## src/rtl/flash_pgm_pkg.sv

```systemverilog
package flash_pgm_pkg;

  typedef enum logic [1:0] {
    OP_PROG    = 2'b00,
    OP_ERASE   = 2'b01,
    OP_BYP_ON  = 2'b10,
    OP_BYP_OFF = 2'b11
  } fop_t;

  typedef enum logic [2:0] {
    ST_IDLE,
    ST_WRITE,
    ST_POLL,
    ST_RECHK,
    ST_ABORT,
    ST_DONE
  } fst_t;

  localparam int unsigned STEP_W = 3;

  localparam logic [10:0] UNLK_A1 = 11'h555;
  localparam logic [10:0] UNLK_A2 = 11'h2AA;

  localparam logic [7:0] CB_KEY1   = 8'hAA;
  localparam logic [7:0] CB_KEY2   = 8'h55;
  localparam logic [7:0] CB_PROG   = 8'hA0;
  localparam logic [7:0] CB_ERSETP = 8'h80;
  localparam logic [7:0] CB_ERSGO  = 8'h10;
  localparam logic [7:0] CB_BYPON  = 8'h20;
  localparam logic [7:0] CB_BYPX1  = 8'h90;
  localparam logic [7:0] CB_BYPX2  = 8'h00;
  localparam logic [7:0] CB_RESET  = 8'hF0;

  function automatic logic op_legal(input fop_t op, input logic byp);
    case (op)
      OP_PROG:    op_legal = 1'b1;
      OP_ERASE:   op_legal = !byp;
      OP_BYP_ON:  op_legal = !byp;
      OP_BYP_OFF: op_legal = byp;
      default:    op_legal = 1'b0;
    endcase
  endfunction

  function automatic logic op_polls(input fop_t op);
    op_polls = (op == OP_PROG) || (op == OP_ERASE);
  endfunction

endpackage

```

## src/rtl/fpc_cmd_table.sv

```systemverilog
module fpc_cmd_table
  import flash_pgm_pkg::*;
#(
  parameter int unsigned ADDR_W = 16,
  parameter int unsigned DATA_W = 8
) (
  input  fop_t               op,
  input  logic               byp,
  input  logic [STEP_W-1:0]  step,
  input  logic [ADDR_W-1:0]  tgt_addr,
  input  logic [DATA_W-1:0]  tgt_data,
  output logic [ADDR_W-1:0]  cmd_addr,
  output logic [DATA_W-1:0]  cmd_data,
  output logic               last_step
);

  localparam logic [ADDR_W-1:0] A1   = ADDR_W'(UNLK_A1);
  localparam logic [ADDR_W-1:0] A2   = ADDR_W'(UNLK_A2);
  localparam logic [ADDR_W-1:0] AZ   = '0;

  logic [STEP_W-1:0] seq_len;

  always_comb begin
    cmd_addr = AZ;
    cmd_data = '0;
    seq_len  = STEP_W'(1);
    case (op)
      OP_PROG: begin
        if (byp) begin
          seq_len = STEP_W'(2);
          case (step)
            3'd0:    begin cmd_addr = AZ;       cmd_data = DATA_W'(CB_PROG); end
            default: begin cmd_addr = tgt_addr; cmd_data = tgt_data;         end
          endcase
        end else begin
          seq_len = STEP_W'(4);
          case (step)
            3'd0:    begin cmd_addr = A1;       cmd_data = DATA_W'(CB_KEY1); end
            3'd1:    begin cmd_addr = A2;       cmd_data = DATA_W'(CB_KEY2); end
            3'd2:    begin cmd_addr = A1;       cmd_data = DATA_W'(CB_PROG); end
            default: begin cmd_addr = tgt_addr; cmd_data = tgt_data;         end
          endcase
        end
      end
      OP_ERASE: begin
        seq_len = STEP_W'(6);
        case (step)
          3'd0:    begin cmd_addr = A1; cmd_data = DATA_W'(CB_KEY1);   end
          3'd1:    begin cmd_addr = A2; cmd_data = DATA_W'(CB_KEY2);   end
          3'd2:    begin cmd_addr = A1; cmd_data = DATA_W'(CB_ERSETP); end
          3'd3:    begin cmd_addr = A1; cmd_data = DATA_W'(CB_KEY1);   end
          3'd4:    begin cmd_addr = A2; cmd_data = DATA_W'(CB_KEY2);   end
          default: begin cmd_addr = A1; cmd_data = DATA_W'(CB_ERSGO);  end
        endcase
      end
      OP_BYP_ON: begin
        seq_len = STEP_W'(3);
        case (step)
          3'd0:    begin cmd_addr = A1; cmd_data = DATA_W'(CB_KEY1);  end
          3'd1:    begin cmd_addr = A2; cmd_data = DATA_W'(CB_KEY2);  end
          default: begin cmd_addr = A1; cmd_data = DATA_W'(CB_BYPON); end
        endcase
      end
      default: begin
        seq_len = STEP_W'(2);
        case (step)
          3'd0:    begin cmd_addr = AZ; cmd_data = DATA_W'(CB_BYPX1); end
          default: begin cmd_addr = AZ; cmd_data = DATA_W'(CB_BYPX2); end
        endcase
      end
    endcase
  end

  assign last_step = (step == seq_len - STEP_W'(1));

endmodule

```

## src/rtl/fpc_poll_judge.sv

```systemverilog
module fpc_poll_judge #(
  parameter int unsigned DATA_W   = 8,
  parameter int unsigned POLL_BIT = DATA_W - 1,
  parameter int unsigned ERR_BIT  = 5
) (
  input  logic [DATA_W-1:0] rd_data,
  input  logic              exp_bit,
  output logic              match,
  output logic              err_seen
);

  assign match    = (rd_data[POLL_BIT] == exp_bit);
  assign err_seen = rd_data[ERR_BIT];

endmodule

```

## src/rtl/fpc_poll_budget.sv

```systemverilog
module fpc_poll_budget #(
  parameter int unsigned TMO_W = 20
) (
  input  logic             clk,
  input  logic             rst_n,
  input  logic             clr,
  input  logic             inc,
  input  logic [TMO_W-1:0] limit,
  output logic             last_try
);

  logic [TMO_W-1:0] used_q;
  logic [TMO_W:0]   next_cnt;

  always_ff @(posedge clk) begin
    if (!rst_n || clr) begin
      used_q <= '0;
    end else if (inc && used_q != {TMO_W{1'b1}}) begin
      used_q <= used_q + TMO_W'(1);
    end
  end

  assign next_cnt = {1'b0, used_q} + (TMO_W+1)'(1);
  assign last_try = (next_cnt >= {1'b0, limit});

endmodule

```

## src/rtl/flash_pgm_ctrl.sv

```systemverilog
module flash_pgm_ctrl
  import flash_pgm_pkg::*;
#(
  parameter int unsigned ADDR_W = 16,
  parameter int unsigned DATA_W = 8,
  parameter int unsigned TMO_W  = 20
) (
  input  logic              clk,
  input  logic              rst_n,
  input  logic              req_valid,
  output logic              req_ready,
  input  logic [1:0]        req_op,
  input  logic [ADDR_W-1:0] req_addr,
  input  logic [DATA_W-1:0] req_data,
  input  logic [TMO_W-1:0]  poll_limit,
  output logic              done,
  output logic              pass,
  output logic              bus_req,
  output logic              bus_we,
  output logic [ADDR_W-1:0] bus_addr,
  output logic [DATA_W-1:0] bus_wdata,
  input  logic              bus_ack,
  input  logic [DATA_W-1:0] bus_rdata
);

  fst_t              state_q;
  fop_t              op_q;
  fop_t              req_op_t;
  logic [ADDR_W-1:0] addr_q;
  logic [DATA_W-1:0] data_q;
  logic [STEP_W-1:0] step_q;
  logic              byp_q;
  logic              pass_q;

  logic [ADDR_W-1:0] cmd_addr;
  logic [DATA_W-1:0] cmd_data;
  logic              last_step;
  logic              exp_bit;
  logic              rd_match;
  logic              rd_err;
  logic              budget_clr;
  logic              budget_inc;
  logic              budget_last;

  assign req_op_t = fop_t'(req_op);

  fpc_cmd_table #(.ADDR_W(ADDR_W), .DATA_W(DATA_W)) i_table (
    .op        (op_q),
    .byp       (byp_q),
    .step      (step_q),
    .tgt_addr  (addr_q),
    .tgt_data  (data_q),
    .cmd_addr  (cmd_addr),
    .cmd_data  (cmd_data),
    .last_step (last_step)
  );

  assign exp_bit = (op_q == OP_ERASE) ? 1'b1 : data_q[DATA_W-1];

  fpc_poll_judge #(.DATA_W(DATA_W)) i_judge (
    .rd_data  (bus_rdata),
    .exp_bit  (exp_bit),
    .match    (rd_match),
    .err_seen (rd_err)
  );

  assign budget_clr = (state_q == ST_WRITE) && bus_ack && last_step;
  assign budget_inc = (state_q == ST_POLL) && bus_ack && !rd_match;

  fpc_poll_budget #(.TMO_W(TMO_W)) i_budget (
    .clk      (clk),
    .rst_n    (rst_n),
    .clr      (budget_clr),
    .inc      (budget_inc),
    .limit    (poll_limit),
    .last_try (budget_last)
  );

  always_ff @(posedge clk) begin
    if (!rst_n) begin
      state_q <= ST_IDLE;
      op_q    <= OP_PROG;
      addr_q  <= '0;
      data_q  <= '0;
      step_q  <= '0;
      byp_q   <= 1'b0;
      pass_q  <= 1'b0;
    end else begin
      case (state_q)
        ST_IDLE: begin
          if (req_valid) begin
            op_q   <= req_op_t;
            addr_q <= req_addr;
            data_q <= req_data;
            step_q <= '0;
            if (op_legal(req_op_t, byp_q)) begin
              state_q <= ST_WRITE;
            end else begin
              pass_q  <= 1'b0;
              state_q <= ST_DONE;
            end
          end
        end
        ST_WRITE: begin
          if (bus_ack) begin
            if (!last_step) begin
              step_q <= step_q + STEP_W'(1);
            end else if (op_polls(op_q)) begin
              state_q <= ST_POLL;
            end else begin
              byp_q   <= (op_q == OP_BYP_ON);
              pass_q  <= 1'b1;
              state_q <= ST_DONE;
            end
          end
        end
        ST_POLL: begin
          if (bus_ack) begin
            if (rd_match) begin
              pass_q  <= 1'b1;
              state_q <= ST_DONE;
            end else if (rd_err) begin
              state_q <= ST_RECHK;
            end else if (budget_last) begin
              state_q <= ST_ABORT;
            end
          end
        end
        ST_RECHK: begin
          if (bus_ack) begin
            if (rd_match) begin
              pass_q  <= 1'b1;
              state_q <= ST_DONE;
            end else begin
              state_q <= ST_ABORT;
            end
          end
        end
        ST_ABORT: begin
          if (bus_ack) begin
            pass_q  <= 1'b0;
            state_q <= ST_DONE;
          end
        end
        default: begin
          state_q <= ST_IDLE;
        end
      endcase
    end
  end

  always_comb begin
    bus_req   = 1'b0;
    bus_we    = 1'b0;
    bus_addr  = '0;
    bus_wdata = '0;
    case (state_q)
      ST_WRITE: begin
        bus_req   = 1'b1;
        bus_we    = 1'b1;
        bus_addr  = cmd_addr;
        bus_wdata = cmd_data;
      end
      ST_POLL, ST_RECHK: begin
        bus_req  = 1'b1;
        bus_addr = addr_q;
      end
      ST_ABORT: begin
        bus_req   = 1'b1;
        bus_we    = 1'b1;
        bus_wdata = DATA_W'(CB_RESET);
      end
      default: ;
    endcase
  end

  assign req_ready = (state_q == ST_IDLE);
  assign done      = (state_q == ST_DONE);
  assign pass      = pass_q;

endmodule

```

## config.mk

```make
export PLATFORM = sky130hd
export DESIGN_NAME = flash_pgm_ctrl
export DESIGN_NICKNAME = d
export VERILOG_FILES = /design/src/rtl/flash_pgm_pkg.sv /design/src/rtl/fpc_cmd_table.sv /design/src/rtl/fpc_poll_judge.sv /design/src/rtl/fpc_poll_budget.sv /design/src/rtl/flash_pgm_ctrl.sv
export SDC_FILE = /design/constraint.sdc
export NUM_CORES = 1
export LEC_CHECK = 0
export BUFFER_PORTS_ARGS = -buffer_cell sky130_fd_sc_hd__buf_2
export CAP_MARGIN = 10
export CORE_UTILIZATION = 50
export DETAILED_ROUTE_END_ITERATION = 8
export PLACE_DENSITY = 0.78
export SLEW_MARGIN = 20
export SYNTH_ARGS = -nofsm -noshare
export SYNTH_HDL_FRONTEND = slang
export SYNTH_HIERARCHICAL = 1
export SYNTH_SLANG_ARGS = --single-unit
```

## constraint.sdc

```tcl
create_clock -name clk -period 8.7 [get_ports clk]
set_input_delay 2.61 -clock clk [delete_from_list [all_inputs] [get_ports clk]]
set_output_delay 2.61 -clock clk [all_outputs]
set_load 0.01 [all_outputs]
```

==> results.md <==
- Status: completed
- WL final: about 9900 um
- Hold buffer count at cts: 0
- FF/Latch Area: between 1000 and 1500 sq um
- GR Util All Layers: 0.236
- Synth warn: 6
- Leading area contributor after synthesis: dfxtp_1
- Core area: 8260 sq um
- Crit-path max FO: 8
- I/O pin count: 87
- Switching share of power: 0.426
- WL/cell: about 14 um
- GP Congestion: around 0.87
- Clock sink count: 54
- Sw power: about 0.00043 W
- Post-synth EDFFs: 0
- RSZ-0062 raised after global routing: false
- CP endpoint kind: output port
- Post-route ant nets: 0
- Cell area after layout: 4740 sq um
- Vias post-DR: between 3000 and 4000
- Die height: around 94 um
- Count leader, synth: nand2_1
- Clock transition at path regs: about 0.10 ns
- Vias in the first global route: 3789
- Drt pass-1 iters: 4
- Clock power frac: 0.168
- Drt via density: between 5 and 6
- FMAX: 198 MHz
- Worst clock skew: 0.00540 ns
- Total grt overflow: 0
- First-pass GRT wire length: about 17000 um
- Sequential fraction of the synthesis area: 0.253
- CP peak stage delay: 0.40 ns
- CP Data Required Time: roughly 6 ns
- Number of antenna diodes: 0
- Commonest cells in the netlist: nand2_1, dfxtp_1, nor2_1, inv_1
- Largest net degree at the start of global routing: 37
- Slew @ Worst Pin: 0.997 ns
- Final nets: about 700
- P_leak: around 2.2 nW
- Syn avg cell area: just under 8 sq um
- Setup violators final: 0
- Crit start category: flop
- Syn Std Cell Area: 4270 sq um
- Seq cells post-synth: 54
- Post-synth ARST share: 0
- Drt drc: 0
- Top cells by area, synth: dfxtp_1, ha_1, nand2_1, a21boi_0, xor2_1
- Area growth syn-to-layout: 11.1%
- Net Count, Synth: 640
- Rows: 33
- Yosys top cell area share: 0.253
- Slew Viols, Final: 0
- Number of setup buffers added after CTS: 0
- Logic gate share of total power: 0.498
- Initial Util: 0.517
- Multi-input logic area: between 2000 and 3000 sq um
- Post-layout min period: 5.06 ns
- Critical path's slowest cell: dfxtp_1
- CTS root buffer: clkbuf_8
- Yosys cell types: 67
- Relative slew slack: 0.334
- Sequential share of power: 0.334
- CTS tree: done
- Critical path class: flop to output port
- Power per cell area: roughly 210 nW/um^2
- Port Buffers: 80
- 1st-iter DRT viols: slightly below 200
- Initial antenna violation count: 0
- Post-CTS resize count: 0
- Peak supply drop: between 100 and 150 uV
- Fin crit share: 0.581
- Die area: about 8900 sq um
- Worst-Skew Late Latency: 0.30 ns
- Total negative slack: 0 ns
- Ys flop type: dfxtp_1
- Detailed placement HPWL: approximately 7000 um
- Pint: approximately 0.00058 W
- H-Tree Depth: 2
- CTS buffer count: 5
- Layout cell share with drive strength beyond 1: 0.181
- Clock Path Buffers: 2
- Mapped Cells: ~550
- Final hold violations: 0
- Cell area after placement: around 4600 sq um
- WP data arrival: 2.45 ns
- Hold Crit Class: flop to flop
- Die X: between 90 and 100 um
- Critical Path, Cell by Cell: inv_1 > ha_1 > nor2b_2 > and3_1 > nor2_1 > o221ai_1 > nand2_1 > a21oi_1 > buf_2
- Max-cap violations: 0
- Layout filler cell count: ~770
==> metal layers <==
metal  up-vias  share of wire  track usage
met5         -              0            0
met4         0          0.017       0.0744
met3        15          0.042       0.0338
met2        90           0.48        0.399
met1      1847           0.46        0.308
li1       2032              -            -
==> through the flow <==
stage / hold slack, ns / cells / utilization / power [W] / setup WS, ns
after global placement: 0.446 / 705 / 0.561 / 0.000833 / 3.66
after global routing: 0.502 / 713 / 0.574 / 0.00110 / 3.45
after detailed placement: 0.454 / 705 / 0.561 / 0.000849 / 3.61
final: 0.469 / 713 / 0.574 / 0.00102 / 3.64
after CTS: 0.468 / 713 / 0.574 / 0.00102 / 3.65
after floorplan: 0.444 / 553 / - / 0.000717 / 3.99
==> worst paths after layout <==
check | end | depth (start not counted) | slack, ns | start
setup / recovery | bus_wdata[4] | 9 | 3.64 | op_q[1]
hold / removal | pass | 2 | 0.47 | pass
setup reg to reg | state_q[1] | 15 | 4.89 | i_budget/used_q[0]
hold reg to reg | pass | 2 | 0.47 | pass
==> area by class of cell <==
type | count | area share
Multi-Input combinational cell | 429 | 0.605
Sequential cell | 54 | 0.228
Timing Repair Buffer | 83 | 0.0892
Tap cell | 105 | 0.0277
Inverter | 34 | 0.0269
Clock buffer | 6 | 0.0153
Clock inverter | 2 | 0.00792
==> worst max-delay path, delay by kind of cell (launching register included) <==
kind / cells / cell delay, ns
and+or+nand+nor: 4 / 0.80
adders and majority gates: 1 / 0.29
buffers and inverters: 2 / 0.30
DFF: 1 / 0.40
AOI/OAI and AO/OA: 2 / 0.35
==> cell usage in the layout, fill, tap and decap left out, drive strengths merged, types with 10 or more instances in the layout <==
master  Yosys  layout
o21ai      23      23
inv        34      34
a21boi     30      30
o211ai     12      12
and2       11      11
buf        21      83
nand2      77      77
ha         29      29
nor2       43      43
dfxtp      54      54
nor2b      10      10
and3       11      11
a21oi      25      25
a22o       17      17
xor2       22      22
xnor2      16      16
nand3      17      17
==> cell families after synthesis <==
kind of cell               Yosys count  synth area share
DFF                                 54             0.253
adders and majority gates           29            0.0850
buffers and inverters               70            0.0748
AOI/OAI and AO/OA                  142             0.231
muxes                                8            0.0196
xor gates and xnor gates            38            0.0797
and+or+nand+nor                    212             0.256
==> registers in the layout, summed over array words and instances, names as in the netlist <==
register,count
data_q,8
addr_q,16
state_q,3
byp_q,1
i_budget/used_q,20
pass,1
op_q,2
step_q,3
==> power by group through the flow <==
stage / Clock, W / Combinational, W / Sequential (W)
after floorplan: 0 / 0.000406 / 0.000311
after global placement: 0 / 0.000490 / 0.000343
after detailed placement: 0 / 0.000502 / 0.000347
after CTS: 0.000176 / 0.000507 / 0.000340
after global routing: 0.000186 / 0.000566 / 0.000349
final: 0.000170 / 0.000507 / 0.000340
(Power assumes the default switching activity.)
